[src/rtl/hbwd_pkg.sv]
package hbwd_pkg;
  typedef enum logic {
    WD_RUN  = 1'b0,
    WD_TRIP = 1'b1
  } wd_state_e;

  // Picks the effective reload: a zero setting maps to the default count.
  function automatic logic [31:0] pick_reload(input logic [31:0] cfg,
                                              input logic [31:0] dflt);
    return (cfg == 32'd0) ? dflt : cfg;
  endfunction
endpackage

[src/rtl/hb_counter.sv]
module hb_counter #(
  parameter int RELOAD_W       = 16,
  parameter int DEFAULT_RELOAD = 4096
) (
  input  logic                clk,
  input  logic                rst_n,
  input  logic                servo_tick,
  input  logic                bg_done,
  input  logic [RELOAD_W-1:0] reload_cfg,
  output logic                hb
);
  import hbwd_pkg::*;

  localparam int CNT_W = RELOAD_W;
  localparam logic [CNT_W-1:0] DFLT = CNT_W'(DEFAULT_RELOAD);

  logic [CNT_W-1:0] cnt;
  logic [CNT_W-1:0] load_val;
  logic [31:0]      picked;

  assign picked   = pick_reload(32'(reload_cfg), 32'(DFLT));
  assign load_val = picked[CNT_W-1:0];

  always_ff @(posedge clk or negedge rst_n) begin
    if (!rst_n) begin
      cnt <= DFLT;
    end else if (bg_done) begin
      cnt <= load_val;
    end else if (servo_tick && (cnt != '0)) begin
      cnt <= cnt - 1'b1;
    end
  end

  assign hb = cnt[0];

  assert_step_down_R1: assert property (@(posedge clk) disable iff (!rst_n)
    (servo_tick && !bg_done && cnt != '0) |=> (cnt == $past(cnt) - 1'b1));

  assert_floor_hold_R1: assert property (@(posedge clk) disable iff (!rst_n)
    (servo_tick && !bg_done && cnt == '0) |=> (cnt == '0));

  assert_reload_wins_R3: assert property (@(posedge clk) disable iff (!rst_n)
    bg_done |=> (cnt != '0));

  assert_zero_cfg_R4: assert property (@(posedge clk) disable iff (!rst_n)
    (bg_done && reload_cfg == '0) |=> (cnt == DFLT));
endmodule

[src/rtl/hb_monitor.sv]
module hb_monitor #(
  parameter int TIMEOUT_CYC = 2000000
) (
  input  logic clk,
  input  logic rst_n,
  input  logic hb_raw,
  input  logic supply_ok,
  output logic stall,
  output logic undervolt
);
  localparam int TMR_W = $clog2(TIMEOUT_CYC + 1);
  localparam logic [TMR_W-1:0] LIMIT = TMR_W'(TIMEOUT_CYC);

  logic       hb_s1, hb_s2, hb_s3;
  logic       sup_s1, sup_s2;
  logic       hb_edge;
  logic [TMR_W-1:0] gap_tmr;

  always_ff @(posedge clk or negedge rst_n) begin
    if (!rst_n) begin
      hb_s1 <= 1'b0;
      hb_s2 <= 1'b0;
      hb_s3 <= 1'b0;
    end else begin
      hb_s1 <= hb_raw;
      hb_s2 <= hb_s1;
      hb_s3 <= hb_s2;
    end
  end

  always_ff @(posedge clk or negedge rst_n) begin
    if (!rst_n) begin
      sup_s1 <= 1'b1;
      sup_s2 <= 1'b1;
    end else begin
      sup_s1 <= supply_ok;
      sup_s2 <= sup_s1;
    end
  end

  assign hb_edge = hb_s2 ^ hb_s3;

  always_ff @(posedge clk or negedge rst_n) begin
    if (!rst_n) begin
      gap_tmr <= '0;
    end else if (hb_edge) begin
      gap_tmr <= '0;
    end else if (gap_tmr != LIMIT) begin
      gap_tmr <= gap_tmr + 1'b1;
    end
  end

  assign stall     = (gap_tmr == LIMIT);
  assign undervolt = ~sup_s2;

  assert_edge_clears_R5: assert property (@(posedge clk) disable iff (!rst_n)
    hb_edge |=> !stall);

  assert_sync_delay_R6: assert property (@(posedge clk) disable iff (!rst_n)
    (!sup_s1) |=> undervolt);
endmodule

[src/rtl/trip_latch.sv]
module trip_latch (
  input  logic clk,
  input  logic rst_n,
  input  logic stall,
  input  logic undervolt,
  output logic tripped
);
  import hbwd_pkg::*;

  wd_state_e state;

  always_ff @(posedge clk or negedge rst_n) begin
    if (!rst_n) begin
      state <= WD_RUN;
    end else if (stall || undervolt) begin
      state <= WD_TRIP;
    end
  end

  assign tripped = (state == WD_TRIP);

  assert_sticky_R7: assert property (@(posedge clk) disable iff (!rst_n)
    tripped |=> tripped);

  assert_cause_R9: assert property (@(posedge clk) disable iff (!rst_n)
    $rose(tripped) |-> ($past(stall) || $past(undervolt)));
endmodule

[src/rtl/hb_watchdog.sv]
module hb_watchdog #(
  parameter int RELOAD_W       = 16,
  parameter int DEFAULT_RELOAD = 4096,
  parameter int TIMEOUT_CYC    = 2000000,
  parameter int N_DISC         = 8,
  parameter int N_PROP         = 4,
  parameter int N_PERIPH       = 4
) (
  input  logic                clk,
  input  logic                rst_n,
  input  logic                servo_tick,
  input  logic                bg_done,
  input  logic [RELOAD_W-1:0] reload_cfg,
  input  logic                supply_ok,
  input  logic [N_DISC-1:0]   disc_en_in,
  input  logic [N_PROP-1:0]   prop_en_in,
  output logic                heartbeat,
  output logic                tripped,
  output logic [N_PERIPH-1:0] periph_rst,
  output logic [N_DISC-1:0]   disc_en_out,
  output logic [N_PROP-1:0]   prop_en_out
);
  logic hb_int;
  logic stall;
  logic undervolt;
  logic trip_int;

  hb_counter #(
    .RELOAD_W       (RELOAD_W),
    .DEFAULT_RELOAD (DEFAULT_RELOAD)
  ) u_counter (
    .clk        (clk),
    .rst_n      (rst_n),
    .servo_tick (servo_tick),
    .bg_done    (bg_done),
    .reload_cfg (reload_cfg),
    .hb         (hb_int)
  );

  hb_monitor #(
    .TIMEOUT_CYC (TIMEOUT_CYC)
  ) u_monitor (
    .clk       (clk),
    .rst_n     (rst_n),
    .hb_raw    (hb_int),
    .supply_ok (supply_ok),
    .stall     (stall),
    .undervolt (undervolt)
  );

  trip_latch u_latch (
    .clk       (clk),
    .rst_n     (rst_n),
    .stall     (stall),
    .undervolt (undervolt),
    .tripped   (trip_int)
  );

  assign heartbeat = hb_int;
  assign tripped   = trip_int;

  for (genvar p = 0; p < N_PERIPH; p++) begin : g_prst
    assign periph_rst[p] = trip_int;
  end

  for (genvar d = 0; d < N_DISC; d++) begin : g_disc
    assign disc_en_out[d] = disc_en_in[d] & ~trip_int;
  end

  for (genvar q = 0; q < N_PROP; q++) begin : g_prop
    assign prop_en_out[q] = prop_en_in[q] & ~trip_int;
  end

  assert_stall_trips_R5: assert property (@(posedge clk) disable iff (!rst_n)
    stall |=> tripped);

  assert_uv_trips_R6: assert property (@(posedge clk) disable iff (!rst_n)
    undervolt |=> tripped);

  assert_outputs_safe_R8: assert property (@(posedge clk) disable iff (!rst_n)
    tripped |-> (disc_en_out == '0 && prop_en_out == '0 && (&periph_rst)));
endmodule

[config.mk]
export PLATFORM = sky130hd
export DESIGN_NAME = hb_watchdog
export DESIGN_NICKNAME = d
export VERILOG_FILES = /design/src/rtl/hbwd_pkg.sv /design/src/rtl/hb_counter.sv /design/src/rtl/hb_monitor.sv /design/src/rtl/trip_latch.sv /design/src/rtl/hb_watchdog.sv
export SDC_FILE = /design/constraint.sdc
export NUM_CORES = 1
export LEC_CHECK = 0
export ABC_AREA = 1
export BUFFER_PORTS_ARGS = -buffer_cell sky130_fd_sc_hd__buf_2
export CAP_MARGIN = 20
export CORE_AREA = 5 5 84 86
export DETAILED_ROUTE_END_ITERATION = 8
export DIE_AREA = 0 0 89 91
export PLACE_DENSITY = 0.68
export SETUP_SLACK_MARGIN = 0.1
export SLEW_MARGIN = 0
export SYNTH_ARGS = -nofsm -noshare
export SYNTH_HDL_FRONTEND = slang
export SYNTH_SLANG_ARGS = --single-unit
export TNS_END_PERCENT = 20
[constraint.sdc]
create_clock -name clk -period 5.1 [get_ports clk]
set_clock_uncertainty 0.2 [all_clocks]
set_input_delay 0.255 -clock clk [delete_from_list [all_inputs] [get_ports clk]]
set_output_delay 0.255 -clock clk [all_outputs]
set_load 0.02 [all_outputs]
==> impl_metrics.toml <==
[status]
status = "finished clean"

[cells_and_area]
drive_above_1_share_pct = 17.3
seq_area_um2 = 1080
antenna_cells = 0
fin_nets = 491
nFillCells = 619
multi_input_area_um2 = 1370
syn2layout_area_growth_pct = 16.9

[routing]
post-route-drc-count = 0
wire_per_inst_um = 11.8
vias_per_cell = 4.91
met1Wirelength_um = 2840
routed-wl-met2_um = 3180
drt_iter0_drc = 110
wirelength_um = 6310
dr_wl_met3_um = 171
first_pass_iters = 4
routed.top_layer = "met4"
ant_nets = 0
vias = 2615

[clocking]
cts_root_buffer = "clkbuf_8"
postCtsSetupBuffers = 0
clock_sinks = 43
cts_tree = "built"
cts.path.max_buffers = 2
htreeDepth = 2
numCtsBuffers = 5
path_clk_slew_ns = 0.10
clk_latency_ns = 0.31

[global_route]
grt_pass1_wl_um = 11300
antenna_found_initial = 0
grt_util_all_layers_pct = 17.0
grt_start_max_net_pins = 44
grt_pass1_vias = 2583
grt_overflow = 0

[power_and_ir_drop]
seqPwrFrac_pct = 49.4
p_leak_nw = 1.58
p_comb_share_pct = 21.4
p_switching_w = 0.000273
clkPwrFrac_pct = 29.2
vdd.ir_drop.worst_mv = 0.151
power_density_nw_per_um2 = 257
cell_internal_pwr_w = 0.000540
power.total_w = 0.000813
swShare_pct = 33.6

[logic_synthesis]
syn-num-nets = 437
seq_area_frac_synth_pct = 39.9
synth.distinct_cells = 31
synth_seq_cells = 43
yosys.area.top_type = "dfrtp_1"
netlist_top_cells_area = "dfrtp_1, nand2_1, nor2_1"
synthCells = 401
synth.avg_cell_area_um2 = 6.75
synth_top_area_share_pct = 37.0
yosys_warnings = 0
syn_area_um2 = 2710

[worst_hold_path]
hold_class = "in -> reg"
min_path_cells = 5

[worst_setup_path]
critPathArrivalTime_ns = 1.95
reg2reg_slack_ns = 3.14
reg2reg_depth = 10
worst_setup_path_start_kind = "flop"
worst-path-max-fanout = 16
endpoint_kind = "flop"
critical_path_class = "reg -> reg"
critPathRequiredTime_ns = 5.09

[timing]
fin_tns_setup_ns = 0
hold_violations = 0
setup_viol = 0
drv_slew = 0
fin_crit_sh_pct = 38.4
tightest_slew_ns = 0.652
fmax_mhz = 510
rsz0062_at_grt = "false"
finalCriticalPeriod_ns = 1.96
maxSlewHeadroom_pct = 56.5

[die]
dieArea_um2 = 8100
ios = 51
die_w_um = 89
coreArea_um2 = 6200
placementRows = 29
die_h_um = 91
start_util_pct = 43.6

[placement]
port_buffers = 50
gp_congestion = 0.854
hpwl_um = 4770

[run]
drv_cap = 0
==> path summary, 6_finish.rpt <==
| path | from | endpoint |
|---|---|---|
| setup / recovery | u_counter.cnt[0] | u_counter.cnt[2] |
| hold / removal | reload_cfg[6] | u_counter.cnt[6] |
| setup reg to reg | u_counter.cnt[0] | u_counter.cnt[2] |
| hold reg to reg | u_monitor.hb_s1 | u_monitor.hb_s2 |
| max in group asynchronous | rst_n | u_monitor.sup_s1 |
| min in group asynchronous | rst_n | u_monitor.gap_tmr[13] |
==> worst max-delay path, stage by stage (launching register included) <==
cell and delay, ns:
dfrtp_1 0.43, inv_1 0.09, ha_1 0.24, nand3_2 0.15, nor2_4 0.06, nand2_2 0.08
nand2_4 0.06, nand2_4 0.16, clkinv_2 0.20, nand2_1 0.11, nand3_1 0.07
==> cell type report <==
cell class	count	share of cell area (%)
Multi-Input combinational cell	298	43.3
Clock buffer	5	2.17
Sequential cell	43	34.1
Timing Repair Buffer	58	10.7
Clock inverter	3	0.830
Inverter	49	5.85
Tap cell	77	3.04
==> cells in the final DEF (no fill, tap or decap), types with 2 or more instances in the layout <==
master / n
a31oi_1: 2
dlygate4sd3_1: 6
nand2_4: 2
a21oi_1: 13
dfstp_2: 3
nand4_1: 5
o21bai_1: 2
or2_2: 5
clkbuf_8: 5
nor3_1: 9
xor2_1: 4
dfrtp_1: 40
inv_1: 45
nand3_1: 44
inv_6: 2
inv_2: 3
nand3b_1: 4
ha_1: 3
o21ai_0: 15
nor2_2: 2
nor2_1: 70
nand2_1: 110
buf_2: 50
o21ai_1: 2
==> cell families (layout without fill, tap and decap cells) <==
group | Yosys count | count (layout) | share of synthesized area [%]
AOI/OAI and AO/OA | 36 | 36 | 7.12
xor gates and xnor gates | 5 | 5 | 1.62
adders and majority gates | 3 | 3 | 1.39
buffers and inverters | 60 | 115 | 9.52
DFF | 43 | 43 | 39.9
and+or+nand+nor | 254 | 254 | 40.5
==> state kept, by name, summed over array words and instances, names as in the netlist <==
| signal | cells |
|---|---|
| u_monitor.hb_s2 | 1 |
| u_monitor.sup_s1 | 1 |
| u_monitor.hb_s3 | 1 |
| u_counter.cnt | 16 |
| u_monitor.gap_tmr | 21 |
| u_latch.tripped | 1 |
| u_monitor.sup_s2 | 1 |
| u_monitor.hb_s1 | 1 |
==> what timing repair did <==
item | 4_1_cts | 5_1_grt
hold buffers | 6 | 0
hold endpoints to repair | 45 | 0
gates resized for setup | 0 | 0
==> cells in the mapped netlist <==
cell,count
nand2_4,2
a31oi_1,2
buf_4,4
nor2_1,70
nand3_1,44
a21oi_1,13
inv_1,45
nand3b_1,4
nand2_1,110
buf_2,1
dfrtp_1,40
nand4_1,5
inv_2,3
dfstp_2,3
nor2_2,2
o21bai_1,2
nand2_2,1
ha_1,3
nand3_2,1
nor2_4,1
nor3_1,9
or2_2,5
o21ai_0,15
clkinv_2,1
a21o_1,1
xor2_1,4
xnor2_1,1
o21ai_1,2
buf_6,2
clkbuf_1,4
o21a_1,1
==> metrics by stage <==
| stage | hold slack [ns] | std cells | util, % | setup slack, ns | cell area (um^2) |
|---|---|---|---|---|---|
| floorplan | -0.241 | 401 | - | 3.27 | 2710 |
| global placement | 0.136 | 518 | 48.2 | 3.21 | 2990 |
| detailed placement | 0.147 | 518 | 48.2 | 3.14 | 2990 |
| CTS | 0.0465 | 532 | 50.7 | 3.13 | 3140 |
| global route | 0.0806 | 533 | 51.0 | 2.98 | 3160 |
| finish | 0.0560 | 533 | 51.0 | 3.14 | 3160 |
==> routing by layer <==
metal	up-vias	GRT usage [%]
met5	-	0
met4	0	7.07
met3	11	3.17
met2	44	28.2
met1	1190	21.4
li1	1370	-
==> power by group through the flow <==
stage / clock network, W / registers [W] / logic, W
after floorplan: 0 / 0.000402 / 0.000121
after global placement: 0 / 0.000408 / 0.000165
after detailed placement: 0 / 0.000408 / 0.000170
after CTS: 0.000247 / 0.000401 / 0.000174
after global routing: 0.000258 / 0.000407 / 0.000204
final: 0.000237 / 0.000402 / 0.000174
Note: power is estimated with default switching activity, not from simulation.
